`src/rtl/flash_poll_pkg.sv`:
```
package flash_poll_pkg;

    localparam int DATA_W  = 8;
    localparam int POLL_BIT = 7;
    localparam int TOG_BIT  = 6;
    localparam int ERR_BIT  = 5;

    typedef enum logic [2:0] {
        ST_IDLE,
        ST_READ1,
        ST_READ2,
        ST_CHECK_ERR,
        ST_DONE_OK,
        ST_DONE_ERR
    } poll_state_e;

    typedef struct packed {
        logic toggle;
        logic exp7;
    } op_cfg_t;

    typedef struct packed {
        logic complete;
        logic err_seen;
    } verdict_t;

    function automatic logic target_bit(input logic erase, input logic [DATA_W-1:0] exp_byte);
        return erase ? 1'b1 : exp_byte[POLL_BIT];
    endfunction

    function automatic verdict_t judge(input op_cfg_t cfg,
                                       input logic [DATA_W-1:0] cur,
                                       input logic [DATA_W-1:0] prev);
        verdict_t v;
        v.complete = cfg.toggle ? (cur == prev) : (cur[POLL_BIT] == cfg.exp7);
        v.err_seen = cur[ERR_BIT];
        return v;
    endfunction

endpackage

```
`src/rtl/poll_rdport.sv`:
```
module poll_rdport (
    input  logic clk,
    input  logic rst,
    input  logic want_i,
    input  logic rd_valid_i,
    output logic rd_req_o,
    output logic resp_o
);
    logic pend_q;

    assign rd_req_o = want_i && !pend_q;
    assign resp_o   = rd_valid_i && pend_q;

    always_ff @(posedge clk) begin
        if (rst) begin
            pend_q <= 1'b0;
        end else if (rd_req_o) begin
            pend_q <= 1'b1;
        end else if (resp_o) begin
            pend_q <= 1'b0;
        end
    end

    // a request is never repeated in the cycle after it
    p_one_outstanding_r3: assert property (@(posedge clk) disable iff (rst)
        rd_req_o |=> !rd_req_o);

endmodule

```
`src/rtl/poll_counter.sv`:
```
module poll_counter #(
    parameter int MAX_POLLS = 16
) (
    input  logic clk,
    input  logic rst,
    input  logic clr_i,
    input  logic inc_i,
    output logic last_o
);
    localparam int CNT_W = $clog2(MAX_POLLS + 1);

    logic [CNT_W-1:0] cnt_q;

    assign last_o = (cnt_q == CNT_W'(MAX_POLLS - 1));

    always_ff @(posedge clk) begin
        if (rst || clr_i) begin
            cnt_q <= '0;
        end else if (inc_i) begin
            cnt_q <= cnt_q + 1'b1;
        end
    end

    // the poll count never exceeds its limit
    p_poll_bound_r7: assert property (@(posedge clk) disable iff (rst)
        cnt_q < CNT_W'(MAX_POLLS));

endmodule

```
`src/rtl/flash_done_poller.sv`:
```
module flash_done_poller
    import flash_poll_pkg::*;
#(
    parameter int ADDR_W    = 16,
    parameter int MAX_POLLS = 16
) (
    input  logic              clk,
    input  logic              rst,
    input  logic              start_i,
    input  logic              op_erase_i,
    input  logic              mode_toggle_i,
    input  logic [ADDR_W-1:0] addr_i,
    input  logic [DATA_W-1:0] exp_data_i,
    output logic              rd_req_o,
    output logic [ADDR_W-1:0] rd_addr_o,
    input  logic              rd_valid_i,
    input  logic [DATA_W-1:0] rd_data_i,
    output logic              busy_o,
    output logic              done_ok_o,
    output logic              done_err_o
);
    poll_state_e       state_q, state_d;
    op_cfg_t           cfg_q;
    logic [ADDR_W-1:0] addr_q;
    logic [DATA_W-1:0] prev_q;
    logic              want_rd, resp, last;
    logic              cnt_clr, cnt_inc;
    verdict_t          v;

    assign want_rd = (state_q == ST_READ1) || (state_q == ST_READ2) ||
                     (state_q == ST_CHECK_ERR);
    assign busy_o     = want_rd;
    assign done_ok_o  = (state_q == ST_DONE_OK);
    assign done_err_o = (state_q == ST_DONE_ERR);
    assign rd_addr_o  = addr_q;

    poll_rdport u_rdport (
        .clk        (clk),
        .rst        (rst),
        .want_i     (want_rd),
        .rd_valid_i (rd_valid_i),
        .rd_req_o   (rd_req_o),
        .resp_o     (resp)
    );

    poll_counter #(.MAX_POLLS(MAX_POLLS)) u_cnt (
        .clk    (clk),
        .rst    (rst),
        .clr_i  (cnt_clr),
        .inc_i  (cnt_inc),
        .last_o (last)
    );

    assign v = judge(cfg_q, rd_data_i, prev_q);

    always_comb begin
        state_d = state_q;
        case (state_q)
            ST_IDLE: begin
                if (start_i) state_d = ST_READ1;
            end
            ST_READ1: begin
                if (resp) begin
                    if (cfg_q.toggle)   state_d = last ? ST_DONE_ERR : ST_READ2;
                    else if (v.complete) state_d = ST_DONE_OK;
                    else if (v.err_seen) state_d = ST_CHECK_ERR;
                    else if (last)       state_d = ST_DONE_ERR;
                end
            end
            ST_READ2: begin
                if (resp) begin
                    if (v.complete)      state_d = ST_DONE_OK;
                    else if (v.err_seen) state_d = ST_CHECK_ERR;
                    else if (last)       state_d = ST_DONE_ERR;
                end
            end
            ST_CHECK_ERR: begin
                if (resp) state_d = v.complete ? ST_DONE_OK : ST_DONE_ERR;
            end
            default: state_d = ST_IDLE;
        endcase
    end

    assign cnt_clr = (state_q == ST_IDLE) && start_i;
    assign cnt_inc = resp && ((state_d == ST_READ1) || (state_d == ST_READ2));

    always_ff @(posedge clk) begin
        if (rst) begin
            state_q <= ST_IDLE;
            cfg_q   <= '0;
            addr_q  <= '0;
            prev_q  <= '0;
        end else begin
            state_q <= state_d;
            if (state_q == ST_IDLE && start_i) begin
                cfg_q.toggle <= mode_toggle_i;
                cfg_q.exp7   <= target_bit(op_erase_i, exp_data_i);
                addr_q       <= addr_i;
            end
            if (resp) prev_q <= rd_data_i;
        end
    end

    // outcomes are exclusive single-cycle pulses
    p_done_exclusive_r8: assert property (@(posedge clk) disable iff (rst)
        !(done_ok_o && done_err_o));
    p_ok_pulse_r8: assert property (@(posedge clk) disable iff (rst)
        done_ok_o |=> !done_ok_o && !busy_o);
    p_err_pulse_r8: assert property (@(posedge clk) disable iff (rst)
        done_err_o |=> !done_err_o && !busy_o);
    // no read request while idle
    p_idle_quiet_r1: assert property (@(posedge clk) disable iff (rst)
        !busy_o |-> !rd_req_o);
    // the target address holds for the whole sequence
    p_addr_stable_r3: assert property (@(posedge clk) disable iff (rst)
        busy_o && $past(busy_o) |-> $stable(rd_addr_o));
    // a busy sequence ignores start and ends only through a done state
    p_busy_ends_in_done_r2: assert property (@(posedge clk) disable iff (rst)
        $fell(busy_o) |-> done_ok_o || done_err_o);

endmodule

```
`config.mk`:
```
export PLATFORM = sky130hd
export DESIGN_NAME = flash_done_poller
export DESIGN_NICKNAME = d
export VERILOG_FILES = /design/src/rtl/flash_poll_pkg.sv /design/src/rtl/poll_rdport.sv /design/src/rtl/poll_counter.sv /design/src/rtl/flash_done_poller.sv
export SDC_FILE = /design/constraint.sdc
export NUM_CORES = 1
export LEC_CHECK = 0
export CORE_MARGIN = 10
export CORE_UTILIZATION = 49
export CTS_CLUSTER_SIZE = 20
export DETAILED_ROUTE_END_ITERATION = 7
export PLACE_DENSITY = 0.86
export SYNTH_ARGS = -nofsm -noshare
export SYNTH_HDL_FRONTEND = slang
export SYNTH_SLANG_ARGS = --single-unit
```
`constraint.sdc`:
```
create_clock -name clk -period 6.35 [get_ports clk]
set_input_delay 1.905 -clock clk [delete_from_list [all_inputs] [get_ports clk]]
set_output_delay 1.905 -clock clk [all_outputs]
set_load 0.01 [all_outputs]
```
---- After elaboration in Yosys (flattened, before gate mapping) ----
Cells that the tools add are included.
word-level totals
  bits in registers ....................... 35
  input bits .............................. 38
  logic and storage cells ................. 44
cells by class
  add/sub/neg operators ................... 1
  equality and inequality tests ........... 10
  multiplexer cells ....................... 15
  reduce and logical (&&, ||, !) cells .... 11
operators by type and width
  operator               count
  $mux W3                9
  $pmux W3 S4            1
  $eq A3 B2 Y1 const B   3
  $eq A8 B8 Y1           1
  $eq A3 B1 Y1 const B   2
  $eq A3 B3 Y1 const B   2
  $add A5 B1 Y5 const B  1
  $eq A5 B4 Y1 const B   1
  $mux W1                5
  $logic_and A1 B1 Y1    4
  $logic_or A1 B1 Y1     4
  $logic_not A3 Y1       1
  $reduce_bool A2 Y1     1
  $eq A1 B1 Y1           1
  $logic_not A1 Y1       1

---- Depth between registers and ports, before layout ----
Gate-level depths: netlist (run 1).
  word-level depth ........................ 10
  gate-level depth with buffers ........... 9
  gate-level depth less buffers ........... 9

---- Hierarchy ----
Synthesis (run 1) repeated with hierarchy kept, for this count alone.
second synthesis, totals
  cells, all modules ...................... 190
  area total of the unflattened synthesis .. 1629.1 sq um
modules (own cells, without submodules)
  module             instances  cells an instance  area an instance (sq um)  sequential area each (sq um)
  flash_done_poller  1          161                1322.5                    580.6
  poll_counter       1          24                 257.7                     100.1
  poll_rdport        1          5                  48.8                      20.0

---- Worst setup path after synthesis (run 1) ----
Ideal clock, no wire load.
  kind .................................... input -> register
  from .................................... in rd_data_i[5]
  to ...................................... reg u_cnt.cnt_q[2]
  library setup time ...................... 0.072 ns
  arrival ................................. 3.203 ns
  path slack .............................. 3.076 ns
  stages .................................. 6
  buffers on the path ..................... 0
  cells stage by stage .................... xor2_1 > nor4_4 > a31oi_4 > o21a_2 > nor4b_2 > mux2i_1
on the way
  longest elaborated chain between the ends .. 9
ends and longest elaborated chain
  what                                                 line                     RTL
  from (decl)                                          flash_done_poller.sv:17  input logic [DATA_W-1:0] rd_data_i,
  $eq A8 B8 Y1                                         flash_poll_pkg.sv:35     v.complete = cfg.toggle ? (cur == prev) : (cur[POLL_BIT] == cfg.exp7);
  $mux W1                                              flash_poll_pkg.sv:35
  $mux W3                                              flash_done_poller.sv:72  if (v.complete) state_d = ST_DONE_OK;
  $mux W3                                              flash_done_poller.sv:64  if (cfg_q.toggle) state_d = last ? ST_DONE_ERR : ST_READ2;
  $mux W3                                              flash_done_poller.sv:63  if (resp) begin
  $pmux W3 S4 (*)                                      flash_done_poller.sv:58  case (state_q)
  $eq A3 B1 Y1 / $eq A3 B2 Y1 (equally long branches)  flash_done_poller.sv:85  assign cnt_inc = resp && ((state_d == ST_READ1) || (state_d == ST_READ2));
  $logic_or A1 B1 Y1 (*)                               flash_done_poller.sv:85
  $logic_and A1 B1 Y1 (*)                              flash_done_poller.sv:85
  to (signal assigned)                                 poll_counter.sv:20       cnt_q <= cnt_q + 1'b1;
  to (decl)                                            poll_counter.sv:12       logic [CNT_W-1:0] cnt_q;
Every way passes the cells marked *; elsewhere a longest branch is shown, timed or not.
A chain may end at the register's enable or synchronous reset.

---- Worst setup path after layout (run 1) ----
  from .................................... in rd_valid_i
  to ...................................... reg u_cnt.cnt_q[2]
on the way
  longest elaborated chain between the ends .. 6
ends and longest elaborated chain
  what                                                 line                                                                       RTL
  from (decl)                                          flash_done_poller.sv:16                                                    input logic rd_valid_i,
  $logic_and A1 B1 Y1 (*)                              poll_rdport.sv:12                                                          assign resp_o = rd_valid_i && pend_q;
  $mux W3 (on tied branches)                           flash_done_poller.sv:78, flash_done_poller.sv:63, flash_done_poller.sv:71
  $pmux W3 S4                                          flash_done_poller.sv:58
  $eq A3 B1 Y1 / $eq A3 B2 Y1 (equally long branches)  flash_done_poller.sv:85
  $logic_or A1 B1 Y1                                   flash_done_poller.sv:85
  $logic_and A1 B1 Y1 (*)                              flash_done_poller.sv:85
Marked as above.

==> results of run 1 <==
-- worst register-to-register path, delay by kind of cell, from the launching register on --
| kind | cells | cell delay [ns] |
|---|---|---|
| adders and majority gates | 2 | 0.47 |
| AOI/OAI and AO/OA | 4 | 0.84 |
| DFF | 1 | 0.35 |
| and+or+nand+nor | 2 | 0.50 |
| muxes | 1 | 0.21 |
-- synthesized netlist by cell type (2+ instances only) --
| cell | count | area share (%) |
|---|---|---|
| sky130_fd_sc_hd__nand2_1 | 59 | 13 |
| sky130_fd_sc_hd__dfxtp_1 | 35 | 40 |
| sky130_fd_sc_hd__a21oi_1 | 29 | 8.2 |
| sky130_fd_sc_hd__xor2_1 | 8 | 4.0 |
| sky130_fd_sc_hd__or3_1 | 7 | 2.5 |
| sky130_fd_sc_hd__clkbuf_1 | 6 | 1.3 |
| sky130_fd_sc_hd__nor2_1 | 6 | 1.3 |
| sky130_fd_sc_hd__nor3_1 | 6 | 1.7 |
| sky130_fd_sc_hd__buf_2 | 5 | 1.4 |
| sky130_fd_sc_hd__mux2i_1 | 5 | 2.8 |
| sky130_fd_sc_hd__and2_1 | 3 | 1.1 |
| sky130_fd_sc_hd__inv_1 | 3 | 0.64 |
| sky130_fd_sc_hd__a31oi_1 | 2 | 0.71 |
| sky130_fd_sc_hd__and3_1 | 2 | 0.71 |
| sky130_fd_sc_hd__ha_1 | 2 | 1.4 |
| sky130_fd_sc_hd__nand2b_1 | 2 | 0.71 |
| sky130_fd_sc_hd__nand3_1 | 2 | 0.57 |
| sky130_fd_sc_hd__o21ai_1 | 2 | 0.57 |
-- flip-flops by register name, indices dropped and copies added (netlist names) --
| signal | count |
|---|---|
| rd_addr_o | 16 |
| u_rdport.pend_q | 1 |
| u_cnt.cnt_q | 5 |
| state_q | 3 |
| cfg_q | 2 |
| prev_q | 8 |
-- logic make-up after synthesis --
group | synth area share [%]
multiplexers | 2.835
flip-flops | 39.69
AO/OA/AOI/OAI | 19.21
buffers and inverters | 4.606
XOR/XNOR | 4.465
adder cells (fa/ha/maj) | 1.417
AND/OR/NAND/NOR | 27.78
-- metal layers --
layer / routed length (um) / part of all wire, % / vias to the layer above
li1: - / - / 817
met1: 1651 / 41 / 717
met2: 1823 / 45 / 47
met3: 537 / 13 / 6
met4: 39 / 0.96 / 0
met5: 0 / 0 / -
-- report_power, final --
group	internal, mW	switching (mW)
Combinational	0.0708	0.0727
Clock	0.0513	0.0697
Sequential	0.235	0.0139
Total	0.357	0.156
-- cell type report --
type                    count  area (sq um)  area share (%)
flip-flops and latches     35         700.7           30.01
inverters                   4         15.01          0.6431
clock inverters             1         5.005          0.2144
repair buffers             52         515.5           22.08
clock buffers               6         51.30           2.197
multi-input cells         159         989.7           42.39
well taps                  46         57.56           2.465
-- final timing paths --
path	start	endpoint	slack [ns]	cells past startpoint
worst max-delay path	rd_valid_i	u_cnt.cnt_q[2]	2.56	7
worst min-delay path	rd_addr_o[11]	rd_addr_o[11]	0.46	2
worst max register to register	u_cnt.cnt_q[0]	u_cnt.cnt_q[2]	3.91	9
worst min register to register	rd_addr_o[11]	rd_addr_o[11]	0.46	2
-- through the flow --
stage	total power [mW]	std cells	worst slack (ns)	hold WS (ns)
CTS	0.5201	303	2.556	0.4620
floorplan	0.3432	211	3.076	0.4347
detailed placement	0.3987	296	2.229	0.4478
global placement	0.3963	296	2.264	0.4404
finish	0.5138	303	2.555	0.4584
global route	0.5478	303	2.420	0.4816
==> impl_results.html, run 1 <==
<table>
<tr><th>Metric</th><th>Value</th></tr>
<tr><th colspan="2">Outcome</th></tr>
<tr><td>Run status</td><td>completed</td></tr>
<tr><th colspan="2">Clocking</th></tr>
<tr><td>CTS tree</td><td>built</td></tr>
<tr><td>Clk root buf</td><td>sky130_fd_sc_hd__clkbuf_4</td></tr>
<tr><td>Clock Latency Late Sink</td><td>0.33 ns</td></tr>
<tr><td>Largest buffer count on any clock path</td><td>2</td></tr>
<tr><td>Post-CTS Setup Repair Bufs</td><td>0</td></tr>
<tr><td># hold bufs at CTS</td><td>0</td></tr>
<tr><td>Total CTS buffers</td><td>5</td></tr>
<tr><td>Number of gates resized after CTS</td><td>0</td></tr>
<tr><td>Number of sinks driven by the clock tree</td><td>35</td></tr>
<tr><td>H-tree depth</td><td>2</td></tr>
<tr><td>Clock Pin Slew Worst Setup and Hold Paths</td><td>0.10 ns</td></tr>
<tr><th colspan="2">Synthesis</th></tr>
<tr><td>Proportion of register bits with asynchronous set or reset after synthesis</td><td>0%</td></tr>
<tr><td>Synthesized net count</td><td>251</td></tr>
<tr><td>Instance count of the mapped netlist</td><td>211</td></tr>
<tr><td>Sequential element share of the synthesized area</td><td>39.69%</td></tr>
<tr><td>Number of warnings reported in the yosys synthesis log</td><td>0</td></tr>
<tr><td>Top_reg_cell synth</td><td>sky130_fd_sc_hd__dfxtp_1</td></tr>
<tr><td>Mean instance size in the synthesized netlist</td><td>8.367 sq um</td></tr>
<tr><td>Post-synthesis register bit count</td><td>35</td></tr>
<tr><td>Cell area after synthesis</td><td>1765 sq um</td></tr>
<tr><td>Number of enable-type register cells in the synthesized netlist</td><td>0</td></tr>
<tr><td>Count of different cell masters after synthesis</td><td>45</td></tr>
<tr><th colspan="2">Placement</th></tr>
<tr><td>Number of port buffers</td><td>50</td></tr>
<tr><td>Half-perimeter wire length of the detailed placement result</td><td>2.968 mm</td></tr>
<tr><td>Placed inst area</td><td>2278 sq um</td></tr>
<tr><td>Last weighted congestion value of the routability-driven placer</td><td>0.8346</td></tr>
<tr><th colspan="2">Global route</th></tr>
<tr><td>Number of antenna violations at the first check in global routing</td><td>0</td></tr>
<tr><td>Met3 global-route usage</td><td>9.347%</td></tr>
<tr><td>Met2 Resource Use GR</td><td>21.11%</td></tr>
<tr><td>Via count of the first global-routing pass</td><td>1617</td></tr>
<tr><td>Largest net degree at the start of global routing</td><td>36</td></tr>
<tr><td>Global routing usage summed across all routing layers</td><td>13.26%</td></tr>
<tr><td>GRT Residual Overflow</td><td>0</td></tr>
<tr><td>M1 GR Usage</td><td>13.91%</td></tr>
<tr><td>Global-route layer with the greatest usage</td><td>met2</td></tr>
<tr><td>First-pass GRT wire length</td><td>6.996 mm</td></tr>
<tr><th colspan="2">Floorplanning</th></tr>
<tr><td>Die X</td><td>80.03 um</td></tr>
<tr><td>Number of ports placed on the die boundary</td><td>58</td></tr>
<tr><td>Site Rows</td><td>21</td></tr>
<tr><td>Die Span Y</td><td>80.03 um</td></tr>
<tr><td>Die Footprint</td><td>6404 sq um</td></tr>
<tr><td>Initial Utilization</td><td>51.68%</td></tr>
<tr><td>Area of the core region</td><td>3416 sq um</td></tr>
<tr><th colspan="2">Route</th></tr>
<tr><td>Number of vias in the routed layout</td><td>1587</td></tr>
<tr><td>Post-route DRC violation count</td><td>0</td></tr>
<tr><td>Post-route antenna net violation count</td><td>0</td></tr>
<tr><td>Routed via count divided by cell count</td><td>5.238</td></tr>
<tr><td>Final wirelength</td><td>4.051 mm</td></tr>
<tr><td>First-pass iteration count of the detailed router</td><td>4</td></tr>
<tr><td>Detailed-route wire length per cell</td><td>13.37 um</td></tr>
<tr><td>Starting DRT DRC Count</td><td>113</td></tr>
<tr><th colspan="2">Layout</th></tr>
<tr><td>Filler Cells Inserted</td><td>286</td></tr>
<tr><td>Post-route standard cell area excluding fillers</td><td>2335 sq um</td></tr>
<tr><td>Most frequent standard cell in the layout excluding fill and tap cells</td><td>sky130_fd_sc_hd__nand2_1</td></tr>
<tr><td>Area growth from synthesis to layout</td><td>32.25%</td></tr>
<tr><td>Nets</td><td>297</td></tr>
<tr><td>Share of layout cells above drive strength 1</td><td>8.949%</td></tr>
<tr><td>Number of antenna cells inserted</td><td>0</td></tr>
<tr><td>Most frequent cells in the layout</td><td>sky130_fd_sc_hd__nand2_1 (59), sky130_fd_sc_hd__clkdlybuf4s50_1 (50), sky130_fd_sc_hd__dfxtp_1 (35)</td></tr>
<tr><td>Fraction of the core area covered by cells at the end of the flow</td><td>68.35%</td></tr>
<tr><th colspan="2">Critical path</th></tr>
<tr><td>Library cell contributing the largest single delay on the critical path</td><td>sky130_fd_sc_hd__clkdlybuf4s50_1</td></tr>
<tr><td>Slowest stage delay, CP</td><td>0.54 ns</td></tr>
<tr><td>Worst Path Class, Setup</td><td>in -&gt; reg</td></tr>
<tr><td>Critical Path Fanout Max</td><td>11</td></tr>
<tr><td>Kind of cell adding the most delay to the critical path</td><td>simple AND/OR/NAND/NOR gates</td></tr>
<tr><td>Buf/Inv on CP</td><td>1</td></tr>
<tr><td>Worst EP arrival</td><td>4.05 ns</td></tr>
<tr><td>Critical path startpoint category</td><td>input port</td></tr>
<tr><td>CP Data Required Time</td><td>6.61 ns</td></tr>
<tr><td>Crit-path cells</td><td>clkdlybuf4s50_1, and2_1, o221a_2, a21boi_1, o21a_2, nor4b_2, mux2i_1</td></tr>
<tr><td>Category of the worst setup path capture point</td><td>register</td></tr>
<tr><th colspan="2">Timing</th></tr>
<tr><td>Total count of max-transition violations in the final report</td><td>0</td></tr>
<tr><td>Share of the cycle needed by the critical path after routing</td><td>59.76%</td></tr>
<tr><td>Actual slew at the worst max-slew pin</td><td>0.5391 ns</td></tr>
<tr><td>Setup TNS</td><td>0 ns</td></tr>
<tr><td>Final setup violation count</td><td>0</td></tr>
<tr><td>Setup clock skew after layout</td><td>0.004752 ns</td></tr>
<tr><td>Unrepaired setup endpoints after global routing</td><td>false</td></tr>
<tr><td>Relative max-transition margin</td><td>64.01%</td></tr>
<tr><td>Final Hold Viols</td><td>0</td></tr>
<tr><td>Final critical path time including I/O delays and setup</td><td>3.795 ns</td></tr>
<tr><td>Fmax achieved</td><td>263.5 MHz</td></tr>
<tr><th colspan="2">Power</th></tr>
<tr><td>Power Dens Cells</td><td>220.1 nW/um^2</td></tr>
<tr><td>Max rail drop VDD</td><td>0.0001599 V</td></tr>
<tr><td>Static Leak</td><td>0.8302 nW</td></tr>
<tr><th colspan="2">Worst hold path</th></tr>
<tr><td>Worst min-delay path class</td><td>reg -&gt; reg</td></tr>
<tr><th colspan="2">Flow run</th></tr>
<tr><td>Max Cap Violations</td><td>0</td></tr>
</table>
(Power assumes the default switching activity.)
==> inputs of run 2 (changes only) <==
- CORE_UTILIZATION: 49 -> 45
- PLACE_DENSITY: 0.86 -> 0.8
- clock period: 6.35 -> 3.8 ns (I/O delays scaled with it)
==> run 2 against run 1 <==
Effect of this change:
- setup slack worse by 1.8 ns
- power is 79% higher
- sequential share of layout area shrank 0.49 points
- flip-flop and latch count unchanged
- combinational power is 69% higher
- via count down 1.1%
==> impl_results.html, run 2 (synthesis results as in run 1) <==
<table>
<tr><th>Metric</th><th>Value</th></tr>
<tr><th colspan="2">Layout</th></tr>
<tr><td>Most frequent standard cell in the layout excluding fill and tap cells</td><td>sky130_fd_sc_hd__nand2_1</td></tr>
<tr><td>Nets</td><td>298 (+0.34%)</td></tr>
<tr><td>Number of antenna cells inserted</td><td>0 (unchanged)</td></tr>
<tr><td>Area taken by multi-input logic gates</td><td>989.7 sq um (unchanged)</td></tr>
<tr><td>Share of layout cells above drive strength 1</td><td>9.266% (+0.32 points)</td></tr>
<tr><td>Sequential cell area</td><td>700.7 sq um (unchanged)</td></tr>
<tr><td>Area growth from synthesis to layout</td><td>34.44%</td></tr>
<tr><td>Post-route standard cell area excluding fillers</td><td>2374 sq um (+1.7%)</td></tr>
<tr><td>Most frequent cells in the layout</td><td>sky130_fd_sc_hd__nand2_1 (59), sky130_fd_sc_hd__clkdlybuf4s50_1 (50), sky130_fd_sc_hd__dfxtp_1 (35)</td></tr>
<tr><td>Number of flip-flops under the largest register name</td><td>16 (unchanged)</td></tr>
<tr><td>Filler Cells Inserted</td><td>337 (+18%)</td></tr>
<tr><th colspan="2">Clocking</th></tr>
<tr><td>Number of sinks driven by the clock tree</td><td>35 (unchanged)</td></tr>
<tr><td># hold bufs at CTS</td><td>0 (unchanged)</td></tr>
<tr><td>Total CTS buffers</td><td>5 (unchanged)</td></tr>
<tr><td>Clock Pin Slew Worst Setup and Hold Paths</td><td>0.07 ns (-0.03 ns)</td></tr>
<tr><td>Clock Latency Late Sink</td><td>0.29 ns (-0.04 ns)</td></tr>
<tr><td>CTS tree</td><td>built</td></tr>
<tr><td>Post-CTS Setup Repair Bufs</td><td>0 (unchanged)</td></tr>
<tr><td>Largest buffer count on any clock path</td><td>2 (unchanged)</td></tr>
<tr><td>H-tree depth</td><td>2 (unchanged)</td></tr>
<tr><td>Clk root buf</td><td>sky130_fd_sc_hd__clkbuf_8</td></tr>
<tr><td>Number of gates resized after CTS</td><td>0 (unchanged)</td></tr>
<tr><th colspan="2">Floorplanning</th></tr>
<tr><td>Initial Utilization</td><td>47.51% (-4.2 points)</td></tr>
<tr><td>Area of the core region</td><td>3716 sq um (+8.8%)</td></tr>
<tr><td>Die Span Y</td><td>82.64 um (+3.3%)</td></tr>
<tr><td>Site Rows</td><td>22 (+4.8%)</td></tr>
<tr><td>Die Footprint</td><td>6829 sq um (+6.6%)</td></tr>
<tr><td>Die X</td><td>82.64 um (+3.3%)</td></tr>
<tr><td>Number of ports placed on the die boundary</td><td>58 (unchanged)</td></tr>
<tr><th colspan="2">Placement</th></tr>
<tr><td>Placed inst area</td><td>2288 sq um (+0.44%)</td></tr>
<tr><td>Post-place setup slack</td><td>0.4579 ns (-1.771 ns)</td></tr>
<tr><td>Number of port buffers</td><td>50 (unchanged)</td></tr>
<tr><td>Half-perimeter wire length of the detailed placement result</td><td>3.118 mm (+5.0%)</td></tr>
<tr><td>Last weighted congestion value of the routability-driven placer</td><td>0.8836 (+5.9%)</td></tr>
<tr><th colspan="2">Route</th></tr>
<tr><td>Final wirelength</td><td>4.097 mm (+1.1%)</td></tr>
<tr><td>Number of vias in the routed layout</td><td>1570 (-1.1%)</td></tr>
<tr><td>First-pass iteration count of the detailed router</td><td>4 (unchanged)</td></tr>
<tr><td>Routed via count divided by cell count</td><td>5.114 (-2.4%)</td></tr>
<tr><td>Detailed-route wire length per cell</td><td>13.35 um (-0.18%)</td></tr>
<tr><td>Post-route antenna net violation count</td><td>0 (unchanged)</td></tr>
<tr><td>Starting DRT DRC Count</td><td>71 (-37%)</td></tr>
<tr><td>Post-route DRC violation count</td><td>0 (unchanged)</td></tr>
<tr><th colspan="2">Power</th></tr>
<tr><td>Part of the total power dissipated in combinational logic</td><td>26.2% (-1.7 points)</td></tr>
<tr><td>Max rail drop VDD</td><td>0.0002323 V (+45%)</td></tr>
<tr><td>Overall power</td><td>0.9215 mW (+79%)</td></tr>
<tr><td>Static Leak</td><td>0.8427 nW (+1.5%)</td></tr>
<tr><td>NetSw</td><td>0.2803 mW (+79%)</td></tr>
<tr><td>Proportion of total power due to net switching</td><td>30.42% (about the same)</td></tr>
<tr><td>Share of total power in sequential cells</td><td>45.2% (-3.3 points)</td></tr>
<tr><td>Internal power consumption</td><td>0.6411 mW (+79%)</td></tr>
<tr><td>Power Dens Cells</td><td>388.2 nW/um^2 (+76%)</td></tr>
<tr><td>Part of the power in the clock network</td><td>28.6% (+5.0 points)</td></tr>
<tr><th colspan="2">Critical path</th></tr>
<tr><td>Reg2Reg Launch Point</td><td>u_cnt.cnt_q[0]</td></tr>
<tr><td>Critical Path Fanout Max</td><td>13 (+2)</td></tr>
<tr><td>Category of the worst setup path capture point</td><td>register</td></tr>
<tr><td>CP Data Required Time</td><td>4.01 ns (-2.60 ns)</td></tr>
<tr><td>Worst Path Class, Setup</td><td>in -&gt; reg</td></tr>
<tr><td>Reg-to-reg setup timing slack</td><td>1.33 ns (-2.58 ns)</td></tr>
<tr><td>Worst r2r path cells</td><td>9 (unchanged)</td></tr>
<tr><td>Critical path startpoint category</td><td>input port</td></tr>
<tr><td>Worst EP arrival</td><td>3.30 ns (-0.75 ns)</td></tr>
<tr><td>Endpoint of the worst register-to-register path</td><td>u_cnt.cnt_q[2]</td></tr>
<tr><th colspan="2">Timing</th></tr>
<tr><td>Actual slew at the worst max-slew pin</td><td>0.7683 ns (+0.2292 ns)</td></tr>
<tr><td>Setup clock skew after layout</td><td>0.008935 ns (+0.004183 ns)</td></tr>
<tr><td>Final critical path time including I/O delays and setup</td><td>3.084 ns</td></tr>
<tr><td>Relative max-transition margin</td><td>48.64% (-15 points)</td></tr>
<tr><td>Setup TNS</td><td>0 ns (unchanged)</td></tr>
<tr><td>Total count of max-transition violations in the final report</td><td>0 (unchanged)</td></tr>
<tr><td>Final setup violation count</td><td>0 (unchanged)</td></tr>
<tr><td>Share of the cycle needed by the critical path after routing</td><td>81.15%</td></tr>
<tr><td>Final Hold Viols</td><td>0 (unchanged)</td></tr>
<tr><td>Unrepaired setup endpoints after global routing</td><td>false</td></tr>
<tr><td>Worst-case setup margin in the final layout</td><td>0.7162 ns (-1.839 ns)</td></tr>
<tr><td>Fmax achieved</td><td>324.3 MHz</td></tr>
<tr><td>Hold Slack</td><td>0.4519 ns (-0.006570 ns)</td></tr>
<tr><th colspan="2">Worst hold path</th></tr>
<tr><td>Launch point of the worst hold path</td><td>rd_addr_o[9]</td></tr>
<tr><td>Worst min-delay path class</td><td>reg -&gt; reg</td></tr>
<tr><td>Capture endpoint of the worst hold path</td><td>rd_addr_o[9]</td></tr>
<tr><td>Cells on Worst Hold Path</td><td>2 (unchanged)</td></tr>
<tr><th colspan="2">Global route</th></tr>
<tr><td>Largest net degree at the start of global routing</td><td>21 (-42%)</td></tr>
<tr><td>Via count of the first global-routing pass</td><td>1571 (-2.8%)</td></tr>
<tr><td>GRT Residual Overflow</td><td>0 (unchanged)</td></tr>
<tr><td>First-pass GRT wire length</td><td>6.962 mm (-0.49%)</td></tr>
<tr><td>Global routing usage summed across all routing layers</td><td>12.87% (-0.38 points)</td></tr>
<tr><td>Number of antenna violations at the first check in global routing</td><td>0 (unchanged)</td></tr>
<tr><th colspan="2">Outcome</th></tr>
<tr><td>Run status</td><td>completed</td></tr>
<tr><th colspan="2">Flow run</th></tr>
<tr><td>Max Cap Violations</td><td>0 (unchanged)</td></tr>
</table>
-- run 2: layout make-up --
type	instances	area share [%]
Clock buffer	6	3.057
Tap cell	48	2.530
Inverter	4	0.6326
Clock inverter	2	0.5271
Timing Repair Buffer	53	22.03
Multi-Input combinational cell	159	41.70
Sequential cell	35	29.52
-- run 2: power by group through the flow --
stage	combinational, mW	clock (mW)	sequential, mW
after floorplan	0.150	0	0.423
after detailed placement	0.244	0	0.425
after CTS	0.245	0.272	0.417
after global routing	0.266	0.292	0.421
final	0.241	0.264	0.417
after global placement	0.242	0	0.424
-- run 2: metrics by stage --
step / cells / util (%)
2_1_floorplan: 211 / -
3_3_place_gp: 299 / 61.58
3_5_place_dp: 299 / 61.58
4_1_cts: 307 / 63.87
5_1_grt: 307 / 63.87
6_report: 307 / 63.87
-- run 2: worst max path at each step --
| stage | from | to | depth (start not counted) |
|---|---|---|---|
| detailed placement | rd_valid_i | u_cnt.cnt_q[2] | 7 |
| CTS | rd_valid_i | u_cnt.cnt_q[2] | 7 |
| global route | rd_valid_i | u_cnt.cnt_q[2] | 7 |
| global placement | rd_valid_i | u_cnt.cnt_q[2] | 7 |
| finish | rd_valid_i | u_cnt.cnt_q[2] | 7 |
| floorplan | rd_data_i[5] | u_cnt.cnt_q[2] | 6 |
-- run 2: worst max-delay path, cell delays in order --
cell and delay [ns]:
sky130_fd_sc_hd__clkdlybuf4s50_1 0.53, sky130_fd_sc_hd__nand2_1 0.30, sky130_fd_sc_hd__o21ai_1 0.35, sky130_fd_sc_hd__a2111oi_0 0.17
sky130_fd_sc_hd__o21a_2 0.29, sky130_fd_sc_hd__nor4b_2 0.31, sky130_fd_sc_hd__mux2i_1 0.21
-- run 2: metal layers --
metal	up-vias	track usage [%]	share of wire, %
li1	822	-	-
met1	701	14.47	43
met2	41	20.22	46
met3	6	6.371	9.3
met4	0	5.686	1.9
met5	-	0	0
==> inputs of run 3 (changes only) <==
- clock period: 3.8 -> 3.1 ns (I/O delays scaled with it)
==> run 3 against run 2 <==
Effect of this change:
- first-iteration DRC count is 23% higher
- combinational power increased by 26%
- sequential power is 23% higher
- cell area is 0.58% higher
- utilization grew 0.37 points
- worst hold slack better by 0.00067 ns
- sequential share of layout area is 0.17 points lower
- register-to-register slack worse by 0.64 ns
==> impl_results.html, run 3 (synthesis results as in run 1) <==
<table>
<tr><th>Metric</th><th>Value</th></tr>
<tr><th colspan="2">Placement</th></tr>
<tr><td>Number of port buffers</td><td>50 (unchanged)</td></tr>
<tr><td>Post-place setup slack</td><td>0.1280 ns (-0.3299 ns)</td></tr>
<tr><td>Last weighted congestion value of the routability-driven placer</td><td>0.8778 (-0.66%)</td></tr>
<tr><td>Half-perimeter wire length of the detailed placement result</td><td>3.157 mm (+1.3%)</td></tr>
<tr><td>Placed inst area</td><td>2311 sq um (+0.98%)</td></tr>
<tr><td>Number of cells after detailed placement</td><td>302 (+1.0%)</td></tr>
<tr><th colspan="2">Timing</th></tr>
<tr><td>Final critical path time including I/O delays and setup</td><td>2.695 ns</td></tr>
<tr><td>Actual slew at the worst max-slew pin</td><td>0.5599 ns (-0.2084 ns)</td></tr>
<tr><td>Share of the cycle needed by the critical path after routing</td><td>86.93%</td></tr>
<tr><td>Relative max-transition margin</td><td>62.62% (+14 points)</td></tr>
<tr><td>Hold Slack</td><td>0.4525 ns (+0.0006710 ns)</td></tr>
<tr><td>Setup clock skew after layout</td><td>0.008709 ns (-0.0002260 ns)</td></tr>
<tr><td>Final setup violation count</td><td>0 (unchanged)</td></tr>
<tr><td>Final Hold Viols</td><td>0 (unchanged)</td></tr>
<tr><td>Unrepaired setup endpoints after global routing</td><td>false</td></tr>
<tr><td>Fmax achieved</td><td>371.1 MHz</td></tr>
<tr><td>Worst-case setup margin in the final layout</td><td>0.4051 ns (-0.3111 ns)</td></tr>
<tr><td>Total count of max-transition violations in the final report</td><td>0 (unchanged)</td></tr>
<tr><td>Setup TNS</td><td>0 ns (unchanged)</td></tr>
<tr><th colspan="2">Layout</th></tr>
<tr><td>Filler-free cell count of the finished design</td><td>308 (+0.33%)</td></tr>
<tr><td>Number of flip-flops under the largest register name</td><td>16 (unchanged)</td></tr>
<tr><td>Most frequent standard cell in the layout excluding fill and tap cells</td><td>sky130_fd_sc_hd__nand2_1</td></tr>
<tr><td>Post-route standard cell area excluding fillers</td><td>2387 sq um (+0.58%)</td></tr>
<tr><td>Sequential cell area</td><td>700.7 sq um (unchanged)</td></tr>
<tr><td>Share of layout cells above drive strength 1</td><td>10.00% (+0.73 points)</td></tr>
<tr><td>Filler Cells Inserted</td><td>331 (-1.8%)</td></tr>
<tr><td>Area growth from synthesis to layout</td><td>35.22%</td></tr>
<tr><td>Number of antenna cells inserted</td><td>0 (unchanged)</td></tr>
<tr><td>Most frequent cells in the layout</td><td>sky130_fd_sc_hd__nand2_1 (59), sky130_fd_sc_hd__clkdlybuf4s50_1 (50), sky130_fd_sc_hd__dfxtp_1 (35)</td></tr>
<tr><td>Area taken by multi-input logic gates</td><td>989.7 sq um (unchanged)</td></tr>
<tr><td>Nets</td><td>301 (+1.0%)</td></tr>
<tr><td>Fraction of the core area covered by cells at the end of the flow</td><td>64.24% (+0.37 points)</td></tr>
<tr><th colspan="2">Clocking</th></tr>
<tr><td>Clock Pin Slew Worst Setup and Hold Paths</td><td>0.07 ns (about the same)</td></tr>
<tr><td>Clk root buf</td><td>sky130_fd_sc_hd__clkbuf_8</td></tr>
<tr><td>CTS tree</td><td>built</td></tr>
<tr><td>Clock Latency Late Sink</td><td>0.28 ns (about the same)</td></tr>
<tr><td>Total CTS buffers</td><td>5 (unchanged)</td></tr>
<tr><td>H-tree depth</td><td>2 (unchanged)</td></tr>
<tr><td>Number of gates resized after CTS</td><td>0 (unchanged)</td></tr>
<tr><td>Number of sinks driven by the clock tree</td><td>35 (unchanged)</td></tr>
<tr><td># hold bufs at CTS</td><td>0 (unchanged)</td></tr>
<tr><td>Post-CTS Setup Repair Bufs</td><td>0 (unchanged)</td></tr>
<tr><td>Largest buffer count on any clock path</td><td>2 (unchanged)</td></tr>
<tr><th colspan="2">Critical path</th></tr>
<tr><td>Slowest stage delay, CP</td><td>0.50 ns (-0.03 ns)</td></tr>
<tr><td>CP Data Required Time</td><td>3.31 ns (-0.70 ns)</td></tr>
<tr><td>Crit-path cells</td><td>clkdlybuf4s50_1, xor2_1, nor4_4, a31oi_4, o21a_2, nor4_2, mux2i_1</td></tr>
<tr><td>Critical path startpoint category</td><td>input port</td></tr>
<tr><td>Category of the worst setup path capture point</td><td>register</td></tr>
<tr><td>Worst r2r path cells</td><td>9 (unchanged)</td></tr>
<tr><td>Worst Path Class, Setup</td><td>in -&gt; reg</td></tr>
<tr><td>Critical Path Fanout Max</td><td>5 (-8)</td></tr>
<tr><td>Worst EP arrival</td><td>2.91 ns (-0.39 ns)</td></tr>
<tr><td>Library cell contributing the largest single delay on the critical path</td><td>sky130_fd_sc_hd__clkdlybuf4s50_1</td></tr>
<tr><th colspan="2">Route</th></tr>
<tr><td>Post-route DRC violation count</td><td>0 (unchanged)</td></tr>
<tr><td>Number of vias in the routed layout</td><td>1606 (+2.3%)</td></tr>
<tr><td>Final wirelength</td><td>4.194 mm (+2.4%)</td></tr>
<tr><td>Detailed-route wire length per cell</td><td>13.62 um (+2.0%)</td></tr>
<tr><td>Starting DRT DRC Count</td><td>87 (+23%)</td></tr>
<tr><td>Post-route antenna net violation count</td><td>0 (unchanged)</td></tr>
<tr><td>First-pass iteration count of the detailed router</td><td>4 (unchanged)</td></tr>
<tr><td>Routed via count divided by cell count</td><td>5.214 (+2.0%)</td></tr>
<tr><th colspan="2">Power</th></tr>
<tr><td>NetSw</td><td>0.3340 mW (+19%)</td></tr>
<tr><td>Share of total power in sequential cells</td><td>45.8% (+0.6 points)</td></tr>
<tr><td>Max rail drop VDD</td><td>0.0003124 V (+35%)</td></tr>
<tr><td>Static Leak</td><td>0.8512 nW (+1.0%)</td></tr>
<tr><td>Proportion of total power due to net switching</td><td>29.92% (-0.51 points)</td></tr>
<tr><td>Overall power</td><td>1.116 mW (+21%)</td></tr>
<tr><td>Part of the total power dissipated in combinational logic</td><td>27.2% (+1.0 points)</td></tr>
<tr><td>Power Dens Cells</td><td>467.7 nW/um^2 (+20%)</td></tr>
<tr><td>Part of the power in the clock network</td><td>27.0% (-1.6 points)</td></tr>
<tr><td>Internal power consumption</td><td>0.7825 mW (+22%)</td></tr>
<tr><th colspan="2">Global route</th></tr>
<tr><td>Number of antenna violations at the first check in global routing</td><td>0 (unchanged)</td></tr>
<tr><td>Met2 Resource Use GR</td><td>20.14% (-0.078 points)</td></tr>
<tr><td>First-pass GRT wire length</td><td>6.879 mm (-1.2%)</td></tr>
<tr><td>Largest net degree at the start of global routing</td><td>24 (+14%)</td></tr>
<tr><td>Global-route layer with the greatest usage</td><td>met2</td></tr>
<tr><td>GRT Residual Overflow</td><td>0 (unchanged)</td></tr>
<tr><td>Global routing usage summed across all routing layers</td><td>12.67% (-0.20 points)</td></tr>
<tr><td>M1 GR Usage</td><td>14.08% (-0.39 points)</td></tr>
<tr><td>Met3 global-route usage</td><td>5.400% (-0.97 points)</td></tr>
<tr><td>Via count of the first global-routing pass</td><td>1568 (-0.19%)</td></tr>
<tr><th colspan="2">Floorplanning</th></tr>
<tr><td>Initial Utilization</td><td>47.51% (unchanged)</td></tr>
<tr><td>Site Rows</td><td>22 (unchanged)</td></tr>
<tr><td>Die Span Y</td><td>82.64 um (unchanged)</td></tr>
<tr><td>Die Footprint</td><td>6829 sq um (unchanged)</td></tr>
<tr><td>Die X</td><td>82.64 um (unchanged)</td></tr>
<tr><td>Area of the core region</td><td>3716 sq um (unchanged)</td></tr>
<tr><td>Number of ports placed on the die boundary</td><td>58 (unchanged)</td></tr>
<tr><th colspan="2">Outcome</th></tr>
<tr><td>Run status</td><td>completed</td></tr>
<tr><th colspan="2">Worst hold path</th></tr>
<tr><td>Cells on Worst Hold Path</td><td>2 (unchanged)</td></tr>
<tr><td>Worst min-delay path class</td><td>reg -&gt; reg</td></tr>
<tr><th colspan="2">Flow run</th></tr>
<tr><td>Max Cap Violations</td><td>0 (unchanged)</td></tr>
</table>
## run 3: cell count changes in the layout (fill, tap and decap cells not counted), sizes merged
cell,previous run,this run
clkinv,1,0
buf,3,6
clkbuf,6,5
## run 3: layout make-up
class / instances / share of cell area, %
Timing Repair Buffer: 56 / 22.85
Clock buffer: 5 / 2.883
Multi-Input combinational cell: 159 / 41.46
Clock inverter: 1 / 0.3145
Tap cell: 48 / 2.516
Inverter: 4 / 0.6289
Sequential cell: 35 / 29.35
## run 3: path summary, 6_finish.rpt
check,startpoint,to,slack (ns)
worst max-delay path,rd_data_i[5],u_cnt.cnt_q[3],0.41
worst min-delay path,rd_addr_o[10],rd_addr_o[10],0.45
worst max register to register,u_cnt.cnt_q[0],u_cnt.cnt_q[3],0.69
worst min register to register,rd_addr_o[10],rd_addr_o[10],0.45
## run 3: power by group through the flow
stage	Sequential [mW]	Clock [mW]	Combinational [mW]
2_1_floorplan	0.519	0	0.184
3_3_place_gp	0.520	0	0.300
3_5_place_dp	0.522	0	0.306
4_1_cts	0.511	0.315	0.308
5_1_grt	0.515	0.332	0.334
6_report	0.512	0.301	0.304
## run 3: worst max-delay path: cells and delay by family
family / cells / cell delay [ns]
xor gates and xnor gates: 1 / 0.20
buffers and inverters: 1 / 0.50
AOI/OAI and AO/OA: 2 / 0.37
muxes: 1 / 0.21
and+or+nand+nor: 2 / 0.68
## run 3: layer usage
| layer | vias to the layer above | share of wire, % | wire length (um) |
|---|---|---|---|
| li1 | 826 | - | - |
| met2 | 40 | 46 | 1923 |
| met3 | 7 | 9.1 | 381 |
| met5 | - | 0 | 0 |
| met4 | 0 | 2.1 | 87 |
| met1 | 733 | 43 | 1802 |
